$ cat src/rtl/fpts_pkg.sv
// Shared types and bit positions for the operand screening and trap unit.
package fpts_pkg;
    localparam int NFLAG    = 6;
    localparam int CODE_W   = NFLAG + 1;
    localparam int FL_INV   = 0;
    localparam int CODE_SWC = NFLAG;

    typedef enum logic [1:0] {
        MODE_PLAIN = 2'd0,
        MODE_CMP   = 2'd1,
        MODE_SWC   = 2'd2,
        MODE_ALT   = 2'd3
    } scr_mode_e;

    typedef enum logic [2:0] {
        CL_ZERO, CL_DENORM, CL_NORMAL, CL_INF, CL_NAN
    } op_class_e;
endpackage

$ cat src/rtl/fpts_classify.sv
// Operand classifier: sorts a double-precision value into zero, denormal,
// normal, infinity or NaN. Assumes the sign bit is the MSB, which is not used.
module fpts_classify
    import fpts_pkg::*;
#(
    parameter int EXP_W  = 11,
    parameter int FRAC_W = 52
) (
    input  logic [EXP_W+FRAC_W:0] operand,
    output op_class_e             cls
);
    logic [EXP_W-1:0]  exp_f;
    logic [FRAC_W-1:0] frac_f;

    assign exp_f  = operand[FRAC_W +: EXP_W];
    assign frac_f = operand[FRAC_W-1:0];

    // Decide the class from exponent extremes and fraction occupancy.
    always_comb begin
        if (exp_f == '0)
            cls = (frac_f == '0) ? CL_ZERO : CL_DENORM;
        else if (exp_f == '1)
            cls = (frac_f == '0) ? CL_INF : CL_NAN;
        else
            cls = CL_NORMAL;
    end
endmodule

$ cat src/rtl/fpts_screen.sv
// Operand screening policy: maps class, mode and flush setting to a trap
// request, its cause code and the sticky bits it sets. Purely combinational.
module fpts_screen
    import fpts_pkg::*;
(
    input  op_class_e         cls,
    input  scr_mode_e         mode,
    input  logic              flush_zero,
    output logic              trap_req,
    output logic [CODE_W-1:0] code,
    output logic [NFLAG-1:0]  sticky_set
);
    // Apply the policy of the selected screening mode.
    always_comb begin
        trap_req   = 1'b0;
        code       = '0;
        sticky_set = '0;
        unique case (mode)
            MODE_CMP: begin
                if (cls == CL_DENORM || cls == CL_NAN) begin
                    trap_req     = 1'b1;
                    code[FL_INV] = 1'b1;
                end
                if (cls == CL_NAN) sticky_set[FL_INV] = 1'b1;
            end
            MODE_SWC: begin
                if (cls == CL_DENORM && !flush_zero) begin
                    trap_req       = 1'b1;
                    code[FL_INV]   = 1'b1;
                    code[CODE_SWC] = 1'b1;
                end
            end
            default: begin
                if (cls == CL_DENORM || cls == CL_INF || cls == CL_NAN) begin
                    trap_req     = 1'b1;
                    code[FL_INV] = 1'b1;
                end
                if (cls == CL_INF || cls == CL_NAN) sticky_set[FL_INV] = 1'b1;
            end
        endcase
    end

    // a zero operand must never request a trap.
    always_comb begin
        if (cls == CL_ZERO)
            a_r5_zero_pass: assert (!trap_req);
    end
endmodule

$ cat src/rtl/fpts_flag_merge.sv
// Exception-flag merge policy: filters reported flags by the ignore mask
// and, with software completion, by the enable mask. Purely combinational.
module fpts_flag_merge
    import fpts_pkg::*;
(
    input  logic [NFLAG-1:0]  flags,
    input  logic [NFLAG-1:0]  ignore,
    input  logic [NFLAG-1:0]  enable,
    input  logic              swc,
    output logic              trap_req,
    output logic [CODE_W-1:0] code,
    output logic [NFLAG-1:0]  sticky_set
);
    logic [NFLAG-1:0] kept;

    assign kept = flags & ~ignore;

    // Choose sticky contribution and trap code per completion mode.
    always_comb begin
        trap_req = (kept != '0);
        if (swc) begin
            sticky_set = kept;
            code       = {1'b1, kept & enable};
        end else begin
            sticky_set = flags;
            code       = {1'b0, kept};
        end
    end
endmodule

$ cat src/rtl/fp_trap_screen.sv
// Operand screening and trap unit top. Registers trap strobe, cause code,
// one-hot register mask and sticky summary. Assumes requests are valid for
// the cycle they are asserted; results appear one clock later.
module fp_trap_screen
    import fpts_pkg::*;
#(
    parameter int EXP_W  = 11,
    parameter int FRAC_W = 52,
    parameter int NREG   = 32
) (
    input  logic                          clk,
    input  logic                          rst_n,
    input  logic                          op_valid_i,
    input  logic [EXP_W+FRAC_W:0]         operand_i,
    input  logic [1:0]                    mode_i,
    input  logic                          flush_zero_i,
    input  logic                          exc_valid_i,
    input  logic [fpts_pkg::NFLAG-1:0]    exc_flags_i,
    input  logic [fpts_pkg::NFLAG-1:0]    ignore_i,
    input  logic [fpts_pkg::NFLAG-1:0]    enable_i,
    input  logic [$clog2(NREG)-1:0]       dest_i,
    input  logic                          sticky_we_i,
    input  logic [fpts_pkg::NFLAG-1:0]    sticky_wdata_i,
    output logic                          trap_o,
    output logic [fpts_pkg::CODE_W-1:0]   trap_code_o,
    output logic [NREG-1:0]               trap_regmask_o,
    output logic [fpts_pkg::NFLAG-1:0]    sticky_o
);
    localparam int REG_W = $clog2(NREG);

    scr_mode_e         mode_e;
    op_class_e         cls;
    logic              scr_trap, mrg_trap, sel_op, sel_flag;
    logic [CODE_W-1:0] scr_code, mrg_code;
    logic [NFLAG-1:0]  scr_set, mrg_set;
    logic [NREG-1:0]   dest_onehot;

    assign mode_e = scr_mode_e'(mode_i);

    fpts_classify #(.EXP_W(EXP_W), .FRAC_W(FRAC_W)) u_cls (
        .operand (operand_i),
        .cls     (cls)
    );

    fpts_screen u_scr (
        .cls        (cls),
        .mode       (mode_e),
        .flush_zero (flush_zero_i),
        .trap_req   (scr_trap),
        .code       (scr_code),
        .sticky_set (scr_set)
    );

    fpts_flag_merge u_mrg (
        .flags      (exc_flags_i),
        .ignore     (ignore_i),
        .enable     (enable_i),
        .swc        (mode_e == MODE_SWC),
        .trap_req   (mrg_trap),
        .code       (mrg_code),
        .sticky_set (mrg_set)
    );

    // Decode the destination register number into a one-hot word.
    for (genvar g = 0; g < NREG; g++) begin : g_dec
        assign dest_onehot[g] = (dest_i == REG_W'(g));
    end

    assign sel_op   = op_valid_i && scr_trap;
    assign sel_flag = !sel_op && exc_valid_i && mrg_trap;

    // Register the trap report and update the sticky summary.
    always_ff @(posedge clk) begin
        if (!rst_n) begin
            trap_o         <= 1'b0;
            trap_code_o    <= '0;
            trap_regmask_o <= '0;
            sticky_o       <= '0;
        end else begin
            trap_o         <= sel_op || sel_flag;
            trap_code_o    <= sel_op ? scr_code : (sel_flag ? mrg_code : '0);
            trap_regmask_o <= sel_flag ? dest_onehot : '0;
            if (sticky_we_i)
                sticky_o <= sticky_wdata_i;
            else
                sticky_o <= sticky_o | (op_valid_i ? scr_set : '0)
                                     | (exc_valid_i ? mrg_set : '0);
        end
    end

    // without a write, sticky bits never clear.
    a_r10_sticky_hold: assert property (@(posedge clk) disable iff (!rst_n)
        !sticky_we_i |=> ((sticky_o & $past(sticky_o)) == $past(sticky_o)));

    // a trap is always caused by a request in the previous cycle.
    a_r9_trap_has_req: assert property (@(posedge clk) disable iff (!rst_n)
        trap_o |-> $past(op_valid_i || exc_valid_i));

    // the register mask is at most one-hot and only comes with a trap.
    a_r8_mask_onehot: assert property (@(posedge clk) disable iff (!rst_n)
        $onehot0(trap_regmask_o) && ((trap_regmask_o == '0) || trap_o));

    // the completion marker only appears for mode 2 requests.
    a_r7_swc_marker: assert property (@(posedge clk) disable iff (!rst_n)
        (trap_o && trap_code_o[CODE_SWC]) |-> ($past(mode_i) == 2'd2));

    // a trap without the completion marker names at least one cause.
    a_r6_cause_present: assert property (@(posedge clk) disable iff (!rst_n)
        (trap_o && !trap_code_o[CODE_SWC]) |-> (trap_code_o[NFLAG-1:0] != '0));
endmodule

$ cat config.mk
export PLATFORM = sky130hd
export DESIGN_NAME = fp_trap_screen
export DESIGN_NICKNAME = d
export VERILOG_FILES = /design/src/rtl/fpts_pkg.sv /design/src/rtl/fpts_classify.sv /design/src/rtl/fpts_screen.sv /design/src/rtl/fpts_flag_merge.sv /design/src/rtl/fp_trap_screen.sv
export SDC_FILE = /design/constraint.sdc
export NUM_CORES = 1
export LEC_CHECK = 0
export ABC_AREA = 1
export BUFFER_PORTS_ARGS = -buffer_cell sky130_fd_sc_hd__buf_2
export CAP_MARGIN = 20
export CORE_ASPECT_RATIO = 0.8
export CORE_MARGIN = 2
export CORE_UTILIZATION = 35
export DETAILED_ROUTE_END_ITERATION = 6
export PLACE_DENSITY = 0.69
export RECOVER_POWER = 25
export SYNTH_ARGS = -nofsm -noshare
export SYNTH_HDL_FRONTEND = slang
export SYNTH_SLANG_ARGS = --single-unit
$ cat constraint.sdc
create_clock -name clk -period 1.8 [get_ports clk]
set_input_delay 0.09 -clock clk [delete_from_list [all_inputs] [get_ports clk]]
set_output_delay 0.09 -clock clk [all_outputs]
set_load 0.02 [all_outputs]
==> results.md <==
- Arrival time reported for the critical path endpoint: 1.47 ns
- Post-Route Skew: 0 ns
- Wire length of the first global-routing pass: about 9000 um
- Hold buffers post-CTS: 0
- Total power divided by cell area: 693 nW/um2
- Count of cells resized by post-cts repair: 0
- Type of element capturing the critical path: flip-flop
- IR Drop Worst-Case VDD: 0.000380 V
- Number of distinct library cell variants in the gate-level netlist after synthesis: 30
- Port Buffers: approximately 150
- Worst reg2reg path endpoint: sticky_o[0]
- Least-Margin Pin Slew: 0.334 ns
- Remaining DRCs: 0
- Setup CP Type: input pin to flip-flop
- Post-detail-place hpwl: 4620 um
- Area enclosed by the die boundary: between 6000 and 7000 um2
- Yosys synthesis warning count: 0
- Overall die height: 70.0 um
- Count of max-cap constraint violations: 0
- Power, Total: around 1900 uW
- Hold/Removal Path Class: input pin to flip-flop
- Share of the clock period used by the worst path: 69.7%
- Synthesized net count: 365
- Top achievable clock speed: ~800 MHz
- Overall overflow remaining after global route: 0
- Maximum number of pins on one net before global-route repair: 17
- Seq/Total Area, Yosys: 48.4%
- Area taken by flip-flops and latches: 921 um2
- Most common library cell in the layout ignoring fill and taps: buf_2
- Buffer count from post-CTS setup fixing: 0
- Number of global-route vias before repair: 2073
- R2r worst-path depth: 2
- Wire length per cell: 11.5 um
- Synth Area per Inst: 7.26 um2
- Buffer levels on the longest clock path: 2
- DRT iter0 DRCs: 118
- Final WL: 5460 um
- Effective utilization at floorplan: 37.2%
- Net total in the final layout: 514
- Period minus WS final: 1.26 ns
- TritonCTS clock tree: built
- Critical path fanouts, max: 16
- Status: completed
- Worst hold path stage count: 3
- Largest area contributor in the netlist: dfxtp_1
- Final hold violations: 0
- CTS H-tree depth: 2
- Pleak: 0.00137 uW
- Count of inserted antenna diode cells: 0
- Total iterations of the first detailed-routing run: 4
- Insertion delay of the later-clocked pin in the worst-skew pair: about 0.28 ns
- Unrepaired setup endpoints after global routing: no
- Clk sink count: 46
- Layout cell share with drive strength beyond 1: 34.1%
- Synthesis-to-layout area growth: 43.5%
- DIE WIDTH: 86.4 um
- Clock buffer count from CTS: 5
- Clock root buffer master: clkbuf_8
- Cell area after technology mapping: 1900 um2
- Number of placed I/O pins: 147
- Flop and latch count out of synthesis: 46
- Top cell type's share of synthesized area: between 40% and 50%
- Cell types occupying the most area after synthesis: dfxtp_1 48%, nor2_1 17%, nand2_1 8.3%
- Area occupied by multi-input gates: 832 um2
- Final GP Congestion: 0.839
- Commonest non-fill, non-tap cells in the layout: 124 x buf_2, 84 x nor2_1, 46 x dfxtp_1
- Remaining antenna violation count after routing: 0
- Pins over their slew limit: 0
- Min-delay src: op_valid_i
- Worst slew margin relative to its limit: 77.7%
- Worst Path Required: 2.01 ns
- Setup TNS: 0 ns
- Clock edge transition at the registers on the reported setup and hold paths: 0.07 ns
- Vias after detailed routing: ~2100
- Fillers: ~550
- R2R setup slack: 1.11 ns
- Initial antenna violation count: 0
- Worst hold path endpoint: trap_code_o[6]
- Core region area: 5120 um2
- Per-cell via count in the routed design: 4.39
- RR Startpoint: sticky_o[0]
- Type of element launching the critical path: input pin
- All-Layer GR Usage: 18.6%
- Total number of placement rows: 23
- Synthesized instance count: 262
- Number of setup violations in the final report: 0
==> where the power goes <==
group | total [uW] | switching [uW] | internal [uW] | leakage, uW
sequential | 1040 | 8.15 | 1040 | 0.000373
combinational | 291 | 160 | 131 | 0.000959
clock | 556 | 289 | 267 | 0.0000383
total | 1890 | 456 | 1440 | 0.00137
==> critical path, stage by stage <==
cell and delay [ns]:
buf_2 0.09, inv_1 0.04, ha_1 0.25, inv_1 0.29
nor2_1 0.09, nand3_2 0.09, nand2_2 0.07, nand2_4 0.11
nand3_4 0.18, nor2_1 0.15
==> cell type report <==
type | count | area share [%]
flip-flops and latches | 46 | 33.7
multi-input cells | 180 | 30.5
repair buffers | 145 | 25.6
inverters | 33 | 4.54
well taps | 62 | 2.84
clock buffers | 7 | 2.80
==> state kept, by name, indices dropped and copies added (netlist names) <==
register / count
trap_o: 1
trap_code_o: 7
sticky_o: 6
trap_regmask_o: 32
==> per-stage QoR <==
step           utilization, %  cells  cell area [um2]  setup WS, ns  hold slack (ns)
4_1_cts                  53.8    473             2760         0.517           0.0438
6_report                 53.3    473             2730         0.545           0.0569
3_3_place_gp             52.3    466             2680         0.286            0.339
5_1_grt                  53.3    473             2730         0.398           0.0372
2_1_floorplan               -    262             1900         0.521            0.228
3_5_place_dp             52.3    466             2680         0.230            0.336
==> cells in the mapped netlist, drive strengths merged <==
master and number:
nor2 85, dfxtp 46, nand2 44, inv 29, nand3 11, o21ai 11, a21oi 8, clkinv 4
nand4 3, nor4 3, o211ai 3, buf 2, ha 2, nor3 2, o21bai 2, a211oi 1
a21o 1, and2 1, clkbuf 1, nand3b 1, o22ai 1, or2 1
==> metal layers <==
metal | wire (um) | share of wire, % | vias up | GRT usage (%)
met1 | 2580 | 47 | 904 | 24.7
met3 | 274 | 5.0 | 6 | 4.37
li1 | - | - | 1109 | -
met2 | 2520 | 46 | 56 | 29.0
met5 | 0 | 0 | - | 0
met4 | 77 | 1.4 | 0 | 7.12
==> cell families (layout without fill, tap and decap cells) <==
kind of cell,after synthesis,in the layout,share of synthesized area (%)
buffers and inverters,36,185,7.89
AO/OA/AOI/OAI,27,27,8.28
adder cells (fa/ha/maj),2,2,1.31
AND/OR/NAND/NOR,151,151,34.1
flip-flops,46,46,48.4
==> how the worst max path moves through the flow <==
stage	from	end	slack (ns)
finish	mode_i[0]	trap_regmask_o[30]	0.54
global route	operand_i[11]	trap_regmask_o[9]	0.40
CTS	mode_i[0]	trap_regmask_o[30]	0.52
detailed placement	mode_i[0]	trap_regmask_o[30]	0.23
global placement	mode_i[0]	trap_regmask_o[21]	0.29
floorplan	mode_i[0]	trap_regmask_o[0]	0.52
Power figures use the tool's default switching activity.
